File: config.mk
export PLATFORM = sky130hd
export DESIGN_NAME = loop_branch_unit
export DESIGN_NICKNAME = d
export VERILOG_FILES = /design/src/rtl/loop_branch_pkg.sv /design/src/rtl/lbu_index_update.sv /design/src/rtl/lbu_decide.sv /design/src/rtl/lbu_target.sv /design/src/rtl/loop_branch_unit.sv
export SDC_FILE = /design/constraint.sdc
export NUM_CORES = 1
export LEC_CHECK = 0
export ABC_AREA = 1
export BUFFER_PORTS_ARGS = -buffer_cell sky130_fd_sc_hd__buf_2
export CORE_MARGIN = 2
export CORE_UTILIZATION = 49
export DETAILED_ROUTE_END_ITERATION = 6
export GPL_TIMING_DRIVEN = 0
export PLACE_DENSITY = 0.79
export SLEW_MARGIN = 20
export SYNTH_ARGS = -nofsm -noshare
export SYNTH_HDL_FRONTEND = slang
export SYNTH_HIERARCHICAL = 1
export SYNTH_SLANG_ARGS = --single-unit
File: constraint.sdc
create_clock -name clk -period 5.4 [get_ports clk]
set_input_delay 0.54 -clock clk [delete_from_list [all_inputs] [get_ports clk]]
set_output_delay 0.54 -clock clk [all_outputs]
set_load 0.01 [all_outputs]
File: src/rtl/loop_branch_pkg.sv
package loop_branch_pkg;
  localparam int LB_MODE_W = 3;

  typedef enum logic [LB_MODE_W-1:0] {
    LB_INC_LE   = 3'd0,
    LB_INC_LT   = 3'd1,
    LB_DEC_GE   = 3'd2,
    LB_DEC_GT   = 3'd3,
    LB_ADD_STEP = 3'd4
  } lb_mode_e;
endpackage

File: src/rtl/lbu_index_update.sv
module lbu_index_update
  import loop_branch_pkg::*;
#(
  parameter int DATA_W = 32
) (
  input  logic [LB_MODE_W-1:0] mode,
  input  logic [DATA_W-1:0]    index,
  input  logic [DATA_W-1:0]    step,
  output logic [DATA_W-1:0]    new_index
);
  localparam logic [DATA_W-1:0] ONE = DATA_W'(1);

  function automatic logic [DATA_W-1:0] next_index(
    input logic [LB_MODE_W-1:0] m,
    input logic [DATA_W-1:0]    idx,
    input logic [DATA_W-1:0]    stp
  );
    case (m)
      LB_INC_LE, LB_INC_LT: next_index = idx + ONE;
      LB_DEC_GE, LB_DEC_GT: next_index = idx - ONE;
      LB_ADD_STEP:          next_index = idx + stp;
      default:              next_index = idx;
    endcase
  endfunction

  assign new_index = next_index(mode, index, step);
endmodule

File: src/rtl/lbu_decide.sv
module lbu_decide
  import loop_branch_pkg::*;
#(
  parameter int DATA_W = 32
) (
  input  logic [LB_MODE_W-1:0] mode,
  input  logic [DATA_W-1:0]    new_index,
  input  logic [DATA_W-1:0]    limit,
  input  logic                 step_neg,
  output logic                 taken
);
  function automatic logic branch_test(
    input logic [LB_MODE_W-1:0] m,
    input logic signed [DATA_W-1:0] v,
    input logic signed [DATA_W-1:0] lim,
    input logic neg
  );
    case (m)
      LB_INC_LE:   branch_test = (v <= lim);
      LB_INC_LT:   branch_test = (v <  lim);
      LB_DEC_GE:   branch_test = (v >= 0);
      LB_DEC_GT:   branch_test = (v >  0);
      LB_ADD_STEP: branch_test = neg ? (v >= lim) : (v <= lim);
      default:     branch_test = 1'b0;
    endcase
  endfunction

  assign taken = branch_test(mode, $signed(new_index), $signed(limit), step_neg);
endmodule

File: src/rtl/lbu_target.sv
module lbu_target
  import loop_branch_pkg::*;
#(
  parameter int ADDR_W       = 32,
  parameter int SHORT_DISP_W = 8,
  parameter int LONG_DISP_W  = 16
) (
  input  logic [LB_MODE_W-1:0]   mode,
  input  logic                   taken,
  input  logic [ADDR_W-1:0]      next_pc,
  input  logic [LONG_DISP_W-1:0] disp,
  output logic [ADDR_W-1:0]      target
);
  localparam int SHORT_PAD = ADDR_W - SHORT_DISP_W;
  localparam int LONG_PAD  = ADDR_W - LONG_DISP_W;

  function automatic logic [ADDR_W-1:0] widen_disp(
    input logic [LB_MODE_W-1:0]   m,
    input logic [LONG_DISP_W-1:0] d
  );
    if (m == LB_ADD_STEP)
      widen_disp = {{LONG_PAD{d[LONG_DISP_W-1]}}, d};
    else
      widen_disp = {{SHORT_PAD{d[SHORT_DISP_W-1]}}, d[SHORT_DISP_W-1:0]};
  endfunction

  logic [ADDR_W-1:0] branch_addr;
  assign branch_addr = next_pc + widen_disp(mode, disp);
  assign target      = taken ? branch_addr : next_pc;
endmodule

File: src/rtl/loop_branch_unit.sv
module loop_branch_unit
  import loop_branch_pkg::*;
#(
  parameter int DATA_W       = 32,
  parameter int ADDR_W       = 32,
  parameter int SHORT_DISP_W = 8,
  parameter int LONG_DISP_W  = 16
) (
  input  logic                   clk,
  input  logic                   rst_n,
  input  logic                   in_valid,
  input  logic [LB_MODE_W-1:0]   in_mode,
  input  logic [DATA_W-1:0]      in_index,
  input  logic [DATA_W-1:0]      in_limit,
  input  logic [DATA_W-1:0]      in_step,
  input  logic [ADDR_W-1:0]      in_next_pc,
  input  logic [LONG_DISP_W-1:0] in_disp,
  output logic                   out_valid,
  output logic [DATA_W-1:0]      out_index,
  output logic                   out_taken,
  output logic [ADDR_W-1:0]      out_target
);
  logic [DATA_W-1:0] upd_index;
  logic              branch_hit;
  logic [ADDR_W-1:0] fetch_addr;

  lbu_index_update #(.DATA_W(DATA_W)) u_upd (
    .mode      (in_mode),
    .index     (in_index),
    .step      (in_step),
    .new_index (upd_index)
  );

  lbu_decide #(.DATA_W(DATA_W)) u_dec (
    .mode      (in_mode),
    .new_index (upd_index),
    .limit     (in_limit),
    .step_neg  (in_step[DATA_W-1]),
    .taken     (branch_hit)
  );

  lbu_target #(
    .ADDR_W       (ADDR_W),
    .SHORT_DISP_W (SHORT_DISP_W),
    .LONG_DISP_W  (LONG_DISP_W)
  ) u_tgt (
    .mode    (in_mode),
    .taken   (branch_hit),
    .next_pc (in_next_pc),
    .disp    (in_disp),
    .target  (fetch_addr)
  );

  always_ff @(posedge clk) begin
    if (!rst_n) begin
      out_valid  <= 1'b0;
      out_index  <= '0;
      out_taken  <= 1'b0;
      out_target <= '0;
    end else begin
      out_valid <= in_valid;
      if (in_valid) begin
        out_index  <= upd_index;
        out_taken  <= branch_hit;
        out_target <= fetch_addr;
      end
    end
  end
endmodule

==> flow_summary_export.csv <==
group,metric,value,unit
placed_design,port_buffers,213,
timing,fin_tns_setup,0,ps
timing,fin_worst_skew,0,ps
floorplanning,die_w,145.4,microns
routing,drc,0,
logic_synthesis,synth_most_common_cell,"nand2_1",
timing,hold_ws,465.9,ps
logic_synthesis,synth.avg_cell_area,5.257,sq um
pwr,peakVddDrop,0.1476,mV
pwr,p_per_area,206.0,nW/um^2
critical_path,arrival,5260,ps
routing,route.vias.total,11611,
grt,grt_antenna_before_repair,0,
finish,nets,2335,
routing,drtIter0Drc,772,
timing,post-route-period-util,92.41,%
clocking,clkTransAtPathRegs,60,ps
clocking,cts_num_sinks,66,
pwr,cellLeakagePower,7.371,nW
critical_path,worst_path_most_repeated_cell,"nand2_1",
placed_design,gp_congestion,0.9783,
logic_synthesis,ys_seq_area_share,13.49,%
grt,grt_pass1_vias,10543,
grt,grt_max_degree,17,
timing,worst_pin_slew,571.0,ps
logic_synthesis,synth_common_cells,"nand2_1, inv_1, nor2_1",
finish,n_antenna_cell,0,
logic_synthesis,synth_nets,2111,
placed_design,placed_cells,2341,
logic_synthesis,synth_area,9794,sq um
routing,totalWireLength,31870,microns
grt,grt_overflow_total,0,
grt,grt_pass1_wl,50580,microns
grt,track_usage,29.16,%
routing,drt-pass1-iter-count,7,
timing,setup_violations,0,
logic_synthesis,yosys_most_used_dff,"dfxtp_1",
critical_path,cp.required,5670,ps
routing,ant_nets,0,
clocking,clock_latency,330,ps
placed_design,dp_hpwl,27020,microns
logic_synthesis,synthDominantCellAreaShare,29.05,%
critical_path,cp_max_fo,10,
pwr,p_int,1.303,mW
timing,fmax,200.4,MHz
finish,drive_gt1_share,16.69,%
floorplanning,die_h,145.4,microns
outcome,status,"finished, final reports clean",
finish,area_delta_synth_final,17.53,%
finish,final_util,58.95,%
clocking,clock-root-buffer,"clkbuf_16",
logic_synthesis,synth_edf_count,0,
critical_path,worstSetupStartpointType,"input pin",
logic_synthesis,synth_cells,1863,
pwr,clkPwrFrac,22.5,%
floorplanning,core_area,19530,sq um
timing,drv_slew,0,
pwr,switching_share,45.05,%
critical_path,path_class,"in2reg",
timing,post-route-min-period,4990,ps
logic_synthesis,yosys.area.top_type,"nand2_1",
pwr,seqPwrFrac,23.6,%
pwr,comb_power_share,53.9,%
floorplanning,io-pin-count,216,
routing,wl_per_cell,13.53,microns
clocking,ctsLongestPathBuffers,2,
logic_synthesis,ys_warn_count,6,
critical_path,endpoint_kind,"flip-flop",
clocking,cts_tree,"built",
logic_synthesis,synth.distinct_cells,38,
pwr,power.switching,1.068,mW
timing,hold_viol,0,
finish,final_cell_count_no_fill,2356,
critical_path,max_stage_delay,400,ps
floorplanning,floorplan.die_area,21140,sq um
logic_synthesis,async_flop_share,0,%
floorplanning,initial_core_util,50.16,%
critical_path,cp_slowest_cell,"fa_2",
routing,vias_per_cell,4.928,
clocking,htree_num_levels,3,
clocking,numCtsBuffers,9,
hold_path,min_path_type,"reg2reg",
logic_synthesis,ys_top_cells_by_area,"nand2_1, dfxtp_1, inv_1",
floorplanning,rows,51,
timing,slew_headroom,61.53,%
logic_synthesis,synth_seq_cells,66,
job,drv_cap,0,
[through the flow]
step | power (mW) | setup WS [ps] | area (sq um)
CTS | 2.356 | 137.8 | 11470
floorplan | 1.451 | 777.0 | 9794
finish | 2.371 | 409.9 | 11510
global placement | 1.790 | -461.9 | 11190
global route | 2.569 | -27.07 | 11510
detailed placement | 1.816 | -590.7 | 11190
[logic make-up (layout without fill, tap and decap cells)]
kind of cell / after synthesis / after routing / share of synthesized area, %
DFF: 66 / 66 / 13.49
and+or+nand+nor: 1173 / 1173 / 49.17
adders and majority gates: 98 / 98 / 12.67
buffers and inverters: 387 / 615 / 15.84
AOI/OAI and AO/OA: 110 / 110 / 6.234
xor gates and xnor gates: 29 / 29 / 2.593
[final cells by class]
class / instances / area [sq um]
Buffer: 40 / 271.5
Clock buffer: 9 / 225.2
Clock inverter: 6 / 35.03
Fill cell: 2123 / 8015
Inverter: 347 / 1304
Multi-Input combinational cell: 1410 / 6957
Sequential cell: 66 / 1321
Tap cell: 265 / 331.6
Timing Repair Buffer: 213 / 1066
[sequential cells by signal, indices dropped and copies added, names as in the netlist]
register	flops
out_valid	1
out_index	32
out_taken	1
out_target	32
[power groups by stage]
| stage | sequential (mW) | combinational, mW | clock (mW) |
|---|---|---|---|
| floorplan | 0.589 | 0.862 | 0 |
| global placement | 0.569 | 1.22 | 0 |
| detailed placement | 0.570 | 1.25 | 0 |
| CTS | 0.560 | 1.26 | 0.540 |
| global route | 0.565 | 1.44 | 0.563 |
| finish | 0.560 | 1.28 | 0.532 |
[worst max-delay path: cells and delay by family]
family                   cells  cell delay [ps]
AO/OA/AOI/OAI                2              360
buffers and inverters        5              760
adder cells (fa/ha/maj)      3              960
AND/OR/NAND/NOR             25             2600
[per-layer routing]
metal | part of all wire, % | up-vias | GRT usage, %
met3 | 6.3 | 44 | 2.445
met4 | 2.4 | 0 | 9.069
met5 | 0 | - | 0
met2 | 48 | 421 | 52.30
met1 | 43 | 5097 | 37.12
li1 | - | 6049 | -
[timing repair]
action | CTS | global route
hold buffers | 0 | 0
setup buffers | 0 | 0
gates resized for setup | 10 | 25
cloned | 0 | 0
hold endpoints to repair | 0 | 0
setup endpoints to repair | 32 | 32
[path summary, 6_finish.rpt]
kind	from	to	slack (ps)	cells after the start
max	in_mode[1]	out_target[9]	410	35
min	out_index[27]	out_index[27]	470	2
max reg2reg	out_index[18]	out_index[18]	4800	2
min reg2reg	out_index[27]	out_index[27]	470	2
[cells in the final DEF (no fill, tap or decap), drive strengths merged, types with 9 or more instances in the layout]
cell | Yosys | layout
inv | 345 | 345
o21ai | 39 | 39
nor2 | 250 | 250
nand4 | 9 | 9
ha | 96 | 96
a21oi | 59 | 59
clkbuf | 13 | 19
xnor2 | 27 | 27
nand2 | 793 | 793
nand3 | 99 | 99
buf | 27 | 243
dfxtp | 66 | 66
No activity file was read; power rests on OpenSTA's default activity.
